===== config.mk =====
export PLATFORM = sky130hd
export DESIGN_NAME = sg_dma_engine
export DESIGN_NICKNAME = d
export VERILOG_FILES = /design/src/rtl/sgd_pkg.sv /design/src/rtl/sgd_regs.sv /design/src/rtl/sgd_region.sv /design/src/rtl/sgd_seq.sv /design/src/rtl/sg_dma_engine.sv
export SDC_FILE = /design/constraint.sdc
export NUM_CORES = 1
export LEC_CHECK = 0
export CAP_MARGIN = 25
export CORE_ASPECT_RATIO = 0.75
export CORE_UTILIZATION = 51
export DETAILED_ROUTE_END_ITERATION = 7
export PLACE_DENSITY_LB_ADDON = 0.08
export SLEW_MARGIN = 15
export SYNTH_ARGS = -nofsm -noshare
export SYNTH_HDL_FRONTEND = slang
export SYNTH_SLANG_ARGS = --single-unit
export TNS_END_PERCENT = 10

===== constraint.sdc =====
create_clock -name clk -period 3.5 [get_ports clk]
set_clock_uncertainty 0.15 [all_clocks]
set_input_delay 0.7 -clock clk [delete_from_list [all_inputs] [get_ports clk]]
set_output_delay 0.7 -clock clk [all_outputs]
set_load 0.01 [all_outputs]

===== src/rtl/sgd_pkg.sv =====
package sgd_pkg;
    localparam logic [1:0] SEL_CMD  = 2'd0;
    localparam logic [1:0] SEL_STAT = 2'd1;
    localparam logic [1:0] SEL_PTR  = 2'd2;

    typedef enum logic [1:0] {
        ST_IDLE  = 2'd0,
        ST_DESC0 = 2'd1,
        ST_DESC1 = 2'd2,
        ST_MOVE  = 2'd3
    } seq_state_e;
endpackage


===== src/rtl/sgd_regs.sv =====
module sgd_regs
    import sgd_pkg::*;
#(
    parameter int unsigned ADDR_W = 32
) (
    input  logic              clk,
    input  logic              rst_n,
    input  logic              wr_en,
    input  logic [1:0]        wr_sel,
    input  logic [ADDR_W-1:0] wr_data,
    input  logic              err_set,
    input  logic              intr_in,
    input  logic              term,
    output logic [ADDR_W-1:0] tbl_ptr,
    output logic              dir,
    output logic              err,
    output logic              intr,
    output logic              flush,
    output logic              inval
);
    typedef struct packed {
        logic [ADDR_W-1:0] ptr;
        logic              dir;
        logic              err;
        logic              intr;
        logic              flush;
        logic              inval;
    } regs_t;

    regs_t r_d, r_q;
    logic  intr_rise;
    logic  edge_evt;

    always_comb begin
        r_d = r_q;
        if (wr_en && wr_sel == SEL_PTR) begin
            r_d.ptr  = {wr_data[ADDR_W-1:2], 2'b00};
            r_d.dir  = wr_data[0];
            r_d.err  = 1'b0;
            r_d.intr = 1'b0;
        end
        if (wr_en && wr_sel == SEL_STAT) begin
            if (wr_data[1]) r_d.err  = 1'b0;
            if (wr_data[2]) r_d.intr = 1'b0;
        end
        if (err_set) r_d.err  = 1'b1;
        if (intr_in) r_d.intr = 1'b1;
        intr_rise = r_d.intr & ~r_q.intr;
        edge_evt  = term | intr_rise;
        r_d.flush = r_q.dir & edge_evt;
        r_d.inval = ~r_q.dir & edge_evt;
    end

    always_ff @(posedge clk or negedge rst_n) begin
        if (!rst_n) r_q <= '0;
        else        r_q <= r_d;
    end

    assign tbl_ptr = r_q.ptr;
    assign dir     = r_q.dir;
    assign err     = r_q.err;
    assign intr    = r_q.intr;
    assign flush   = r_q.flush;
    assign inval   = r_q.inval;
endmodule


===== src/rtl/sgd_region.sv =====
module sgd_region #(
    parameter int unsigned ADDR_W     = 32,
    parameter int unsigned CNT_W      = 16,
    parameter int unsigned BEAT_BYTES = 4
) (
    input  logic              clk,
    input  logic              rst_n,
    input  logic              load_base,
    input  logic              load_cnt,
    input  logic              beat,
    input  logic [ADDR_W-1:0] rdata,
    output logic [ADDR_W-1:0] cur_base,
    output logic              last_beat,
    output logic              eol
);
    localparam int unsigned REM_W = CNT_W + 1;

    typedef struct packed {
        logic [ADDR_W-1:0] base;
        logic [REM_W-1:0]  rem;
        logic              eol;
    } region_t;

    region_t g_d, g_q;

    always_comb begin
        g_d = g_q;
        if (load_base) g_d.base = rdata;
        if (load_cnt) begin
            g_d.rem = (rdata[CNT_W-1:0] == '0) ? (REM_W'(1) << CNT_W)
                                               : {1'b0, rdata[CNT_W-1:0]};
            g_d.eol = rdata[ADDR_W-1];
        end
        if (beat) begin
            g_d.base = g_q.base + ADDR_W'(BEAT_BYTES);
            g_d.rem  = g_q.rem - REM_W'(BEAT_BYTES);
        end
    end

    always_ff @(posedge clk or negedge rst_n) begin
        if (!rst_n) g_q <= '0;
        else        g_q <= g_d;
    end

    assign cur_base  = g_q.base;
    assign last_beat = (g_q.rem <= REM_W'(BEAT_BYTES));
    assign eol       = g_q.eol;
endmodule


===== src/rtl/sgd_seq.sv =====
module sgd_seq
    import sgd_pkg::*;
#(
    parameter int unsigned ADDR_W = 32,
    parameter int unsigned PAGE_W = 16
) (
    input  logic              clk,
    input  logic              rst_n,
    input  logic              go,
    input  logic              halt,
    input  logic [ADDR_W-1:0] tbl_ptr,
    input  logic              desc_ack,
    input  logic              desc_err,
    input  logic              mem_ack,
    input  logic              mem_err,
    input  logic              dreq,
    input  logic              last_beat,
    input  logic              eol,
    output logic              desc_req,
    output logic [ADDR_W-1:0] desc_addr,
    output logic              load_base,
    output logic              load_cnt,
    output logic              beat,
    output logic              dack,
    output logic              mem_req,
    output logic              err_set,
    output logic              term,
    output logic              active
);
    localparam int unsigned IDX_W = PAGE_W - 3;

    typedef struct packed {
        seq_state_e       st;
        logic [IDX_W-1:0] idx;
    } seq_t;

    seq_t             s_d, s_q;
    logic [PAGE_W-1:0] off;

    always_comb begin
        s_d       = s_q;
        err_set   = 1'b0;
        term      = 1'b0;
        load_base = 1'b0;
        load_cnt  = 1'b0;
        beat      = 1'b0;
        desc_req  = (s_q.st == ST_DESC0) || (s_q.st == ST_DESC1);
        dack      = (s_q.st == ST_MOVE);
        mem_req   = dack & dreq;
        case (s_q.st)
            ST_IDLE: begin
                if (go) begin
                    s_d.st  = ST_DESC0;
                    s_d.idx = '0;
                end
            end
            ST_DESC0: begin
                if (desc_err) begin
                    s_d.st  = ST_IDLE;
                    err_set = 1'b1;
                end else if (desc_ack) begin
                    load_base = 1'b1;
                    s_d.st    = ST_DESC1;
                end
            end
            ST_DESC1: begin
                if (desc_err) begin
                    s_d.st  = ST_IDLE;
                    err_set = 1'b1;
                end else if (desc_ack) begin
                    load_cnt = 1'b1;
                    s_d.st   = ST_MOVE;
                end
            end
            ST_MOVE: begin
                if (mem_req && mem_err) begin
                    s_d.st  = ST_IDLE;
                    err_set = 1'b1;
                end else if (mem_req && mem_ack) begin
                    beat = 1'b1;
                    if (last_beat) begin
                        if (eol) begin
                            term   = 1'b1;
                            s_d.st = ST_IDLE;
                        end else begin
                            s_d.idx = s_q.idx + 1'b1;
                            s_d.st  = ST_DESC0;
                        end
                    end
                end
            end
            default: s_d.st = ST_IDLE;
        endcase
        if (halt && s_q.st != ST_IDLE) begin
            s_d.st  = ST_IDLE;
            err_set = 1'b0;
            term    = 1'b0;
        end
    end

    always_ff @(posedge clk or negedge rst_n) begin
        if (!rst_n) begin
            s_q.st  <= ST_IDLE;
            s_q.idx <= '0;
        end else begin
            s_q <= s_d;
        end
    end

    always_comb begin
        off       = {s_q.idx, 3'b000} | ((s_q.st == ST_DESC1) ? PAGE_W'(4) : '0);
        desc_addr = {tbl_ptr[ADDR_W-1:PAGE_W], tbl_ptr[PAGE_W-1:0] + off};
    end

    assign active = (s_q.st != ST_IDLE);
endmodule


===== src/rtl/sg_dma_engine.sv =====
module sg_dma_engine
    import sgd_pkg::*;
#(
    parameter int unsigned ADDR_W     = 32,
    parameter int unsigned CNT_W      = 16,
    parameter int unsigned PAGE_W     = 16,
    parameter int unsigned BEAT_BYTES = 4
) (
    input  logic              clk,
    input  logic              rst_n,
    input  logic              reg_wr,
    input  logic [1:0]        reg_sel,
    input  logic [ADDR_W-1:0] reg_wdata,
    output logic              stat_active,
    output logic              stat_error,
    output logic              stat_intr,
    output logic              desc_req,
    output logic [ADDR_W-1:0] desc_addr,
    input  logic              desc_ack,
    input  logic [ADDR_W-1:0] desc_rdata,
    input  logic              desc_err,
    output logic              mem_req,
    output logic              mem_we,
    output logic [ADDR_W-1:0] mem_addr,
    input  logic              mem_ack,
    input  logic              mem_err,
    input  logic              dev_dreq,
    output logic              dev_dack,
    input  logic              dev_intr,
    output logic              buf_flush,
    output logic              buf_inval
);
    logic              go, halt;
    logic              err_set, term;
    logic              load_base, load_cnt, beat;
    logic              last_beat, eol;
    logic              xfer_dir;
    logic [ADDR_W-1:0] tbl_ptr;

    assign go   = reg_wr && (reg_sel == SEL_CMD) &&  reg_wdata[0];
    assign halt = reg_wr && (reg_sel == SEL_CMD) && !reg_wdata[0];

    sgd_regs #(.ADDR_W(ADDR_W)) u_regs (
        .clk     (clk),
        .rst_n   (rst_n),
        .wr_en   (reg_wr),
        .wr_sel  (reg_sel),
        .wr_data (reg_wdata),
        .err_set (err_set),
        .intr_in (dev_intr),
        .term    (term),
        .tbl_ptr (tbl_ptr),
        .dir     (xfer_dir),
        .err     (stat_error),
        .intr    (stat_intr),
        .flush   (buf_flush),
        .inval   (buf_inval)
    );

    sgd_region #(.ADDR_W(ADDR_W), .CNT_W(CNT_W), .BEAT_BYTES(BEAT_BYTES)) u_region (
        .clk       (clk),
        .rst_n     (rst_n),
        .load_base (load_base),
        .load_cnt  (load_cnt),
        .beat      (beat),
        .rdata     (desc_rdata),
        .cur_base  (mem_addr),
        .last_beat (last_beat),
        .eol       (eol)
    );

    sgd_seq #(.ADDR_W(ADDR_W), .PAGE_W(PAGE_W)) u_seq (
        .clk       (clk),
        .rst_n     (rst_n),
        .go        (go),
        .halt      (halt),
        .tbl_ptr   (tbl_ptr),
        .desc_ack  (desc_ack),
        .desc_err  (desc_err),
        .mem_ack   (mem_ack),
        .mem_err   (mem_err),
        .dreq      (dev_dreq),
        .last_beat (last_beat),
        .eol       (eol),
        .desc_req  (desc_req),
        .desc_addr (desc_addr),
        .load_base (load_base),
        .load_cnt  (load_cnt),
        .beat      (beat),
        .dack      (dev_dack),
        .mem_req   (mem_req),
        .err_set   (err_set),
        .term      (term),
        .active    (stat_active)
    );

    assign mem_we = xfer_dir;
endmodule


==> results.md <==
* Status: complete, no violations
* Pwr Total at 5.11 mW
* Slew margin rel. at 53.7%
* Std-Cell Rows at 34
* Hold Path Class: input pin to async pin
* Number of stages on the worst setup path at 11
* Gpl congestion at 0.948
* Netlist cell types at 69
* Slew Limit Fails at 0
* Initial antenna violation count at 0
* Most common cell after layout, fill and taps aside: clkdlybuf4s50_1
* Drt via density at 5.93
* Synthesized area per cell at 9.13 sq um
* # diodes at 0
* Commonest non-fill, non-tap cells in the layout: 134 x clkdlybuf4s50_1, 100 x dfrtp_1, 80 x nand2_1, 54 x nor2_1, 31 x mux2_2
* Non-filler cells, final at 968
* Post-Syn Instances at 694
* Peak supply drop at 0.394 mV
* Number of global-route vias before repair at 5446
* Area share of the largest cell type after synthesis at 39.5%
* CTS tree: done
* Final count of negative-setup-slack endpoints at 0
* Worst R2R Path Depth at 7
* Layout area overhead at 25.8%
* Routed vias at 5745
* Crit path largest cell delay at 0.35 ns
* Detailed Route Iter0 Violations at 431
* Slowest-stage cell, CP: dfrtp_1
* Reg2reg start: u_region.g_q[4]
* Crit share post-route at 97.8%
* Dominant cell type by area after synthesis: dfrtp_1
* Post-Syn Area at 0.00633 sq mm
* Clock tree sinks at 100
* Unrepaired setup endpoints after global routing: yes
* Die height at 98.5 microns
* Worst Path Arrival at 2.57 ns
* R2R setup slack at 0.59 ns
* CTS Buffer Depth at 2
* WP data required at 2.65 ns
* Top_reg_cell synth: dfrtp_1
* Nets@finish at 898
* Drt pass-1 iters at 5
* Pre-CTS setup slack at 0.000377 ns
* Die area at 0.0129 sq mm
* Worst-skew pair later-pin latency at 0.36 ns
* Total grt overflow at 0
* Minimum clock period at 3.42 ns
* Max cap viols at 0
* Fmax at 292 MHz
* CP Max Fanout at 4
* Sequential fraction of the synthesis area at 39.5%
* Yosys warns at 0
* Asr flop ratio synth at 100%
* CP Launch Point: u_seq.s_q[13]
* Placed cell count at 952
* EDFF count, synth at 0
* DRC viols at 0
* Largest net degree at the start of global routing at 40
* Detail Placement HPWL at 12.2 mm
* Core Footprint at 0.0118 sq mm
* IO buf count at 145
* Final Hold Fails at 0
* Largest cells by area after synthesis: dfrtp_1 40%, buf_4 5.9%, mux2_2 5.5%
* Root cell of the clock tree: clkbuf_16
* Critical Path End Type: output pin
* Crit Path Class: flip-flop to output pin
* Layout cell share with drive strength beyond 1 at 11.8%
* PnR worst setup slack at 0.0767 ns
* Hold_buf cts at 0
* Leakage Power at 3.40 nW
* Post-CTS Setup Repair Bufs at 0
* DRT Wirelength at 16.6 mm
* DRT antenna net count at 0
* Initial core utilization at 53.6%
* Cells along the critical path: inv_1, ha_2, ha_2, buf_4, a211oi_1, nor2_1, buf_4, o211ai_1, nor4b_2, nor3b_1, dlygate4sd2_1
* First-pass GRT wire length at 26.9 mm
* CTS Buf Count at 9
* Synth Register Bits at 100
* # H-tree levels at 3
* Slew @ Worst Pin at 0.690 ns
* Post-route setup TNS at 0 ns
* Total track usage at 26.6%
* Reg clk slew, reported paths at 0.07 ns
* Wirelength per Cell at 17.1 microns
* Die Width at 131 microns
* CP Buf/Inv Count at 4
* Pwr/cell area at 641 mW/mm^2
* RR Endpoint: u_seq.s_q[9]
* CP endpoint: desc_addr[15]
* Ports at 148
* Worst setup SP type: flip-flop
* Hold Slack at 0.145 ns
* CP top delay family: buffers and inverters
## registers in the layout, summed over array words and instances, names as in the netlist
register           cells
u_regs.err             1
u_regs.dir             1
u_regs.intr            1
u_regs.tbl_ptr        30
u_regs.flush           1
u_region.eol           1
u_regs.inval           1
u_region.g_q          17
u_seq.s_q             15
u_region.cur_base     32
## cell type report
type / instances / area (sq um)
fillers: 982 / 3860
multi-input cells: 504 / 3320
flip-flops and latches: 100 / 2500
repair buffers: 165 / 1570
clock buffers: 10 / 229
well taps: 162 / 203
inverters: 21 / 78.8
clock inverters: 6 / 71.3
## worst min path at each step
stage	endpoint	startpoint	slack, ns
floorplan	u_region.cur_base[0]	rst_n	0.25
global placement	u_region.g_q[1]	u_region.g_q[1]	0.30
detailed placement	u_region.g_q[1]	u_region.g_q[1]	0.31
CTS	u_regs.tbl_ptr[9]	rst_n	0.16
global route	u_regs.tbl_ptr[9]	rst_n	0.18
finish	u_regs.tbl_ptr[9]	rst_n	0.14
## power by group
group	switching, mW	internal (mW)
clock network	0.467	0.561
registers	0.372	1.51
logic	1.10	1.10
total	1.94	3.17
## logic make-up after synthesis
logic type      after synthesis  share of synthesized area, %
simple gates                276                          22.7
fa+ha+maj                    22                          4.46
other cells                   1                        0.0592
compound gates              154                          16.5
buf+inv                      91                          8.38
flops                       100                          39.5
xor+xnor                      8                          1.11
mux                          42                          7.25
## stage by stage
stage          cell area [sq um]  utilization (%)
2_1_floorplan               6340                -
3_5_place_dp                7690             65.0
5_1_grt                     7970             67.4
3_3_place_gp                7690             65.0
6_report                    7970             67.4
4_1_cts                     7980             67.5
## layer usage
metal	global-route usage (%)	up-vias	share of wire, %	routed length, microns
li1	-	2711	-	-
met1	38.3	2779	48	8010
met2	39.8	240	43	7100
met3	7.27	15	8.1	1340
met4	5.57	0	0.91	151
met5	0	-	0	0
## synthesized netlist by cell type (4+ instances only)
cell type / n
nand3_1: 29
o21ai_0: 32
a211oi_1: 6
nand4_1: 9
nand2b_1: 11
dfrtp_1: 100
a31oi_1: 6
or2_2: 5
mux2i_1: 11
inv_1: 21
and3_1: 14
o21a_1: 5
and3b_1: 4
buf_1: 6
o211ai_1: 14
or4_1: 4
nor3b_1: 4
nor4_1: 15
a21o_1: 7
buf_4: 50
nand2_1: 80
o311ai_0: 6
nor2b_1: 7
mux2_2: 31
o31ai_1: 4
o22ai_1: 9
a221o_1: 6
nor2_1: 54
or3_1: 6
a22oi_1: 4
a21oi_1: 30
ha_1: 21
clkbuf_1: 13
xnor2_1: 5
nor3_1: 12
## what timing repair did
item | in CTS | in global routing
pin swaps | 1 | 3
hold endpoints to repair | 0 | 0
endpoints found under the setup margin | 10 | 6
gates resized for setup | 20 | 8
Power figures use the tool's default switching activity.
